===== config.mk =====
export PLATFORM = sky130hd
export DESIGN_NAME = phase_order_sender
export DESIGN_NICKNAME = d
export VERILOG_FILES = /design/src/rtl/phs_pkg.sv /design/src/rtl/phs_arc_decode.sv /design/src/rtl/phs_wire_ctrl.sv /design/src/rtl/phs_status.sv /design/src/rtl/phase_order_sender.sv
export SDC_FILE = /design/constraint.sdc
export NUM_CORES = 1
export LEC_CHECK = 0
export ABC_AREA = 1
export BUFFER_PORTS_ARGS = -buffer_cell sky130_fd_sc_hd__buf_2
export CORE_AREA = 2 2 39 41
export CTS_BUF_LIST = sky130_fd_sc_hd__clkbuf_8
export CTS_CLUSTER_DIAMETER = 40
export DETAILED_ROUTE_END_ITERATION = 7
export DIE_AREA = 0 0 41 43
export SLEW_MARGIN = 10
export SYNTH_ARGS = -nofsm -noshare
export SYNTH_HDL_FRONTEND = slang
export SYNTH_SLANG_ARGS = --single-unit
export TNS_END_PERCENT = 1

===== constraint.sdc =====
create_clock -name clk -period 2 [get_ports clk]
set_input_delay 0.2 -clock clk [delete_from_list [all_inputs] [get_ports clk]]
set_output_delay 0.2 -clock clk [all_outputs]
set_load 0.02 [all_outputs]

===== src/rtl/phs_pkg.sv =====
package phs_pkg;
  localparam int NW      = 3;
  localparam int CODE_W  = 3;
  localparam int SLOT_W  = $clog2(NW);

  typedef logic [SLOT_W-1:0] slot_t;
  typedef logic [NW*SLOT_W-1:0] slot_vec_t;

  // Firing slot of each wire, packed {c,b,a}; returns validity through the top bit.
  function automatic logic [NW*SLOT_W:0] slots_for(input logic [CODE_W-1:0] code);
    logic [NW*SLOT_W:0] v;
    case (code)
      3'b000:  v = {1'b1, 2'd2, 2'd1, 2'd0};
      3'b001:  v = {1'b1, 2'd1, 2'd2, 2'd0};
      3'b010:  v = {1'b1, 2'd2, 2'd0, 2'd1};
      3'b011:  v = {1'b1, 2'd1, 2'd0, 2'd2};
      3'b100:  v = {1'b1, 2'd0, 2'd2, 2'd1};
      3'b101:  v = {1'b1, 2'd0, 2'd1, 2'd2};
      default: v = '0;
    endcase
    return v;
  endfunction
endpackage


===== src/rtl/phs_arc_decode.sv =====
module phs_arc_decode
  import phs_pkg::*;
#(
  parameter int N_WIRES = NW,
  parameter int CW      = CODE_W,
  localparam int SW     = SLOT_W
) (
  input  logic [CW-1:0]              code,
  output logic                       valid,
  output logic [N_WIRES*N_WIRES-1:0] arc
);
  logic [N_WIRES*SW:0] slots;
  assign slots = slots_for(code);
  assign valid = slots[N_WIRES*SW];

  // arc[i*N+j]: wire i is the immediate predecessor of wire j
  for (genvar i = 0; i < N_WIRES; i++) begin : g_from
    for (genvar j = 0; j < N_WIRES; j++) begin : g_to
      if (i == j) begin : g_self
        assign arc[i*N_WIRES+j] = 1'b0;
      end else begin : g_pair
        assign arc[i*N_WIRES+j] = valid &&
          (slots[j*SW +: SW] == slots[i*SW +: SW] + SW'(1));
      end
    end
  end
endmodule


===== src/rtl/phs_wire_ctrl.sv =====
module phs_wire_ctrl #(
  parameter int N_WIRES = 3
) (
  input  logic               clk,
  input  logic               rst,
  input  logic               start,
  input  logic               valid,
  input  logic [N_WIRES-1:0] pred_en,
  input  logic [N_WIRES-1:0] ack,
  output logic               req
);
  logic ready;
  logic req_q;
  assign ready = &(~pred_en | ack);

  always_ff @(posedge clk) begin
    if (rst) req_q <= 1'b0;
    else     req_q <= start & valid & (req_q | ready);
  end
  assign req = req_q;

  AST_REQ_NEEDS_START: assert property (@(posedge clk) disable iff (rst)
    $rose(req_q) |-> $past(start));
  AST_REQ_HELD: assert property (@(posedge clk) disable iff (rst)
    (start && req_q) |=> req_q);
endmodule


===== src/rtl/phs_status.sv =====
module phs_status #(
  parameter int N_WIRES = 3
) (
  input  logic               clk,
  input  logic               rst,
  input  logic               start,
  input  logic               valid,
  input  logic [N_WIRES-1:0] ack,
  output logic               done,
  output logic               err
);
  logic done_q, err_q;
  always_ff @(posedge clk) begin
    if (rst) begin
      done_q <= 1'b0;
      err_q  <= 1'b0;
    end else begin
      done_q <= start & valid & (&ack);
      err_q  <= start & ~valid;
    end
  end
  assign done = done_q;
  assign err  = err_q;

  AST_DONE_AFTER_ACKS: assert property (@(posedge clk) disable iff (rst)
    done_q |-> ($past(&ack) && $past(start)));
endmodule


===== src/rtl/phase_order_sender.sv =====
module phase_order_sender
  import phs_pkg::*;
#(
  parameter int N_WIRES = NW,
  parameter int CW      = CODE_W
) (
  input  logic             clk,
  input  logic             rst,
  input  logic             start,
  input  logic [CW-1:0]    code,
  input  logic [N_WIRES-1:0] ack,
  output logic [N_WIRES-1:0] req,
  output logic             done,
  output logic             err
);
  logic                       valid;
  logic [N_WIRES*N_WIRES-1:0] arc;

  phs_arc_decode #(.N_WIRES(N_WIRES), .CW(CW)) u_dec (
    .code (code),
    .valid(valid),
    .arc  (arc)
  );

  for (genvar k = 0; k < N_WIRES; k++) begin : g_wire
    logic [N_WIRES-1:0] col;
    for (genvar i = 0; i < N_WIRES; i++) begin : g_col
      assign col[i] = arc[i*N_WIRES+k];
    end
    phs_wire_ctrl #(.N_WIRES(N_WIRES)) u_wire (
      .clk    (clk),
      .rst    (rst),
      .start  (start),
      .valid  (valid),
      .pred_en(col),
      .ack    (ack),
      .req    (req[k])
    );
  end

  phs_status #(.N_WIRES(N_WIRES)) u_stat (
    .clk  (clk),
    .rst  (rst),
    .start(start),
    .valid(valid),
    .ack  (ack),
    .done (done),
    .err  (err)
  );

  AST_AB_ARC: assert property (@(posedge clk) disable iff (rst)
    ($rose(req[1]) && code[1:0] == 2'b00) |-> ack[0]);
  AST_ONE_EDGE: assert property (@(posedge clk) disable iff (rst)
    $countones(req & ~$past(req)) <= 1);
  AST_RTZ: assert property (@(posedge clk) disable iff (rst)
    !start |=> (req == '0 && !done && !err));
  AST_BAD_NO_REQ: assert property (@(posedge clk) disable iff (rst)
    (start && $past(start) && code[2:1] == 2'b11) |-> req == '0);
  AST_ERR_CAUSE: assert property (@(posedge clk) disable iff (rst)
    err |-> $past(code[2:1] == 2'b11));
endmodule


# Word-level counts from Yosys, hierarchy flattened
# Cells that the tools add are included.
# totals
ff_bits,5
inputBits,9
# op_classes
bitwise_logic,16
muxes,1
reduce_logical,11
eq_ne,11
n_addsub,3
# op_table
op,n
7-bit case mux with 6 select lines,1
2-bit == test,6
3-bit AND reduction,4
3-bit OR,3
"2-bit by 1-bit adder with 2-bit output, second input constant",3
1-bit AND,6
"3-bit by 2-bit == test with 1-bit output, second input constant",2
"3-bit == test, second input constant",2
1-bit logical AND,6
3-bit NOT,2
"3-bit by 1-bit == test with 1-bit output, second input constant",1
3-bit zero test,1
2-bit NOT with 3-bit output,1
1-bit OR,3
1-bit NOT,1

# Longest topological paths before layout
# depth
ltp_word,10
ltp_mapped,8
depth_no_buf,8

# Hierarchy
# A second synthesis with hierarchy kept.
# unflattened
cells_unflattened,75
hier_area_um2,462.9
# by_module_without_submodules
module,cells_each,area_per_inst_um2,n_inst
phs_wire_ctrl,11,75.1,3
phs_arc_decode,30,157.7,1
phs_status,12,80.1,1

# Worst setup path before layout
# No wires, ideal clock.
# synth_path
kind,input to register
from,input port code[1]
to,register g_wire[2].u_wire.req_q
arrival_time_ns,0.859
path_stages,8
path_buffers,0
setup_slack_ns,1.075
path_cell_list,ha_1 -> nand2_1 -> nand2_1 -> nand2_1 -> inv_1 -> nand2_1 -> nand2_1 -> a21oi_2
# synth_between
elab_chain_len,10
# synth_rtl
element,line,text
from (decl),phase_order_sender.sv:10,"input logic [CW-1:0] code,"
3-bit == test (tied with other cells),phs_pkg.sv:12,case (code)
7-bit case mux with 6 select lines (*),phs_pkg.sv:12,
2-bit by 1-bit adder with 2-bit output,phs_arc_decode.sv:23,(slots[j*SW +: SW] == slots[i*SW +: SW] + SW'(1));
2-bit == test,phs_arc_decode.sv:23,
1-bit logical AND,phs_arc_decode.sv:22,assign arc[i*N_WIRES+j] = valid &&
2-bit NOT with 3-bit output,phs_wire_ctrl.sv:14,assign ready = &(~pred_en | ack);
3-bit OR,phs_wire_ctrl.sv:14,
3-bit AND reduction,phs_wire_ctrl.sv:14,
1-bit OR,phs_wire_ctrl.sv:18,else req_q <= start & valid & (req_q | ready);
1-bit AND (*),phs_wire_ctrl.sv:18,
to (signal assigned),phs_wire_ctrl.sv:18,
to (decl),phs_wire_ctrl.sv:13,logic req_q;
# Every way passes the cells marked *; elsewhere a longest branch is shown, timed or not.
# A chain may end at the register's enable or synchronous reset.

# Final worst setup path
# layout_path
from,register g_wire[0].u_wire.req_q
to,output port req[0]
# layout_rtl
element,line,text
from (decl),phs_wire_ctrl.sv:13,
from (signal assigned),phs_wire_ctrl.sv:18,
to (decl),phase_order_sender.sv:12,"output logic [N_WIRES-1:0] req,"
# No word-level cell between the ends.

==> flow_summary_export.csv <==
group,metric,value,unit
status,outcome,"finished clean",
floorplan,num_io_pins,14,
placement,dpl.hpwl,497,um
timing,drv_slew,0,
final_layout,fin_area,425,um^2
logic_synthesis,synth_top_area_share,0.315,
final_layout,fin_cells,77,
logic_synthesis,ys_ff_latch,5,
timing,setup_slack,1.03,ns
logic_synthesis,ys_top_cells_by_count,"nand2_1, inv_1, nor2_1",
critical_path,worstPathMaxFanout,2,
cts,ctsResizeCount,0,
critical_path,worstPathRequired,1.80,ns
placement,post_dp_cell_area,380,um^2
final_layout,multi_input_area,161,um^2
logic_synthesis,avgSynthCellArea,6.76,um^2
logic_synthesis,synthTopCellsByArea,"dfxtp_1, nand2_1, inv_1",
final_layout,diodes,0,
floorplan,die_w,41,um
critical_path,slowest_stage,"dfxtp_1",
hold_path,holdCritPathClass,"input pin to flip-flop",
floorplan,die_h,43,um
detailed_routing,wire_per_inst,7.47,um
final_layout,layout-drive-gt1-share,0.344,
global_routing,grt_util_all_layers,0.0955,
logic_synthesis,yosysTopAreaCell,"dfxtp_1",
detailed_routing,vias,321,
critical_path,cpPeakStageDelay,0.37,ns
logic_synthesis,syn_inst,47,
hold_path,min_from,"rst",
critical_path,critPathTopFamily,"flip-flops",
detailed_routing,drc,0,
logic_synthesis,syn-cell-area,318,um^2
global_routing,grt_pass1_wl,1.08,mm
critical_path,path_buf_inv,1,
critical_path,rr_startpoint,"g_wire[0].u_wire.req",
floorplan,die_area,0.00176,mm^2
critical_path,rrSetupSlack,1.21,ns
logic_synthesis,seq_area_frac_synth,0.315,
logic_synthesis,synth_edf_count,0,
logic_synthesis,yosysMostFrequentCell,"nand2_1",
critical_path,critPathCaptureType,"output pin",
power_and_ir_drop,intPower,0.000259,W
timing,setup_tns,0,ns
timing,hold_viol_final,0,
cts,cts_htree_levels,1,
final_layout,seqCellArea,100,um^2
cts,cts_root_buf,"clkbuf_8",
global_routing,grt_pass1_vias,301,
logic_synthesis,synthFlopType,"dfxtp_1",
timing,skew,0,ns
critical_path,crit_chain,"buf_2",
hold_path,hold_path_end,"u_stat.err",
timing,finalSetupViolCount,0,
power_and_ir_drop,pwr-share-comb,0.165,
floorplan,num_rows,14,
final_layout,final_nets,72,
global_routing,globalRouteOverflowTotal,0,
placement,post-place-ws,0.824,ns
power_and_ir_drop,design_power_total,0.000341,W
final_layout,syn_to_final_growth,33.9,%
placement,io_buffers,13,
power_and_ir_drop,seq_power_share,0.314,
job,drv_cap,0,
cts,numCtsBuffers,3,
timing,fmax,1030,MHz
logic_synthesis,ys_types,18,
timing,slew_headroom,0.849,
power_and_ir_drop,swShare,0.240,
cts,clkLatencyLatePin,0.22,ns
power_and_ir_drop,p_sw,0.0000820,W
logic_synthesis,async_reset_ff_frac,0,
cts,cts.sink_count,5,
logic_synthesis,ys_warn_count,0,
floorplan,core_area,0.00138,mm^2
cts,cts_buffer_depth,2,
critical_path,r2r-end,"g_wire[0].u_wire.req",
cts,hold_buffers,0,
logic_synthesis,synth_nets,57,
floorplan,initial_core_util,0.230,
power_and_ir_drop,power.leakage,0.233,nW
critical_path,ff2ff_path_depth,4,
hold_path,hold_depth,2,
global_routing,antenna_found_initial,0,
timing,period_needed,0.969,ns
placement,gp_congestion,0.748,
critical_path,cp-startpoint,"g_wire[0].u_wire.req",
critical_path,path_depth,1,
cts,clk_pin_slew,0.03,ns
timing,fin_crit_sh,0.484,
cts,cts_tree,"yes",
power_and_ir_drop,peakVddDrop,158,uV
critical_path,crit_type,"flip-flop to output pin",
power_and_ir_drop,power_frac_clock,0.521,
detailed_routing,avgViaCountPerCell,4.17,
detailed_routing,routed_wl,575,um
placement,dpl.cell_count,73,
critical_path,crit_arrival,0.77,ns
timing,tightest_slew,0.225,ns
final_layout,fillers,165,
cts,cts_setup_buffers,0,
detailed_routing,ant_nets,0,
power_and_ir_drop,p_per_area,802,mW/mm^2
global_routing,grt_max_degree,8,
detailed_routing,dr.first_iter.drc_count,3,
timing,rsz0062_at_grt,"false",
critical_path,startpoint_type,"flip-flop",
detailed_routing,firstDrtPassIters,4,
[stage by stage]
step	util	hold WS, ns
2_1_floorplan	-	0.272
3_3_place_gp	0.275	0.379
3_5_place_dp	0.275	0.381
4_1_cts	0.307	0.151
5_1_grt	0.307	0.165
6_report	0.307	0.154
[layer usage]
metal	global-route usage	part of all wire
met5	0	0
met4	0.120	0.014
met3	0	0.073
met2	0.134	0.46
met1	0.110	0.45
[state kept, by name (all words and copies together), names as in the netlist]
name               count
g_wire.u_wire.req      3
u_stat.done            1
u_stat.err             1
[how the worst max path moves through the flow]
stage                           endpoint  slack, ns
finish                            req[0]       1.03
global route        g_wire[1].u_wire.req       0.95
CTS                               req[0]       1.02
detailed placement  g_wire[1].u_wire.req       0.82
global placement    g_wire[1].u_wire.req       0.82
floorplan           g_wire[2].u_wire.req       1.08
[power by group through the flow]
stage / sequential [W] / clock (W) / combinational, W
after global placement: 0.000109 / 0 / 0.0000567
after detailed placement: 0.000109 / 0 / 0.0000572
after floorplan: 0.000110 / 0 / 0.0000397
after CTS: 0.000107 / 0.000184 / 0.0000574
final: 0.000107 / 0.000178 / 0.0000565
after global routing: 0.000108 / 0.000188 / 0.0000661
[final cells by class]
class | instances | share of cell area
clock buffer | 3 | 0.0971
clock inverter | 1 | 0.00882
inverter | 9 | 0.0794
multi-input combinational | 30 | 0.379
sequential | 5 | 0.235
tap | 16 | 0.0471
timing repair buffer | 13 | 0.153
[cell families after synthesis]
family,share of synthesized area
buffers and inverters,0.177
AND/OR/NAND/NOR,0.315
AO/OA/AOI/OAI,0.154
flip-flops,0.315
adder cells (fa/ha/maj),0.0394
[cells in the final DEF, fill, tap and decap left out]
cell	count
a21oi_1	3
a21oi_2	1
buf_2	13
clkbuf_8	3
dfxtp_1	5
ha_1	1
inv_1	9
inv_2	1
nand2_1	9
nand2_2	1
nand3_1	1
nand3b_1	1
nor2_1	7
nor3_1	1
nor3_4	1
o21ai_0	1
o21ai_1	1
o21ai_2	1
o22ai_1	1
No activity file was read; power rests on OpenSTA's default activity.
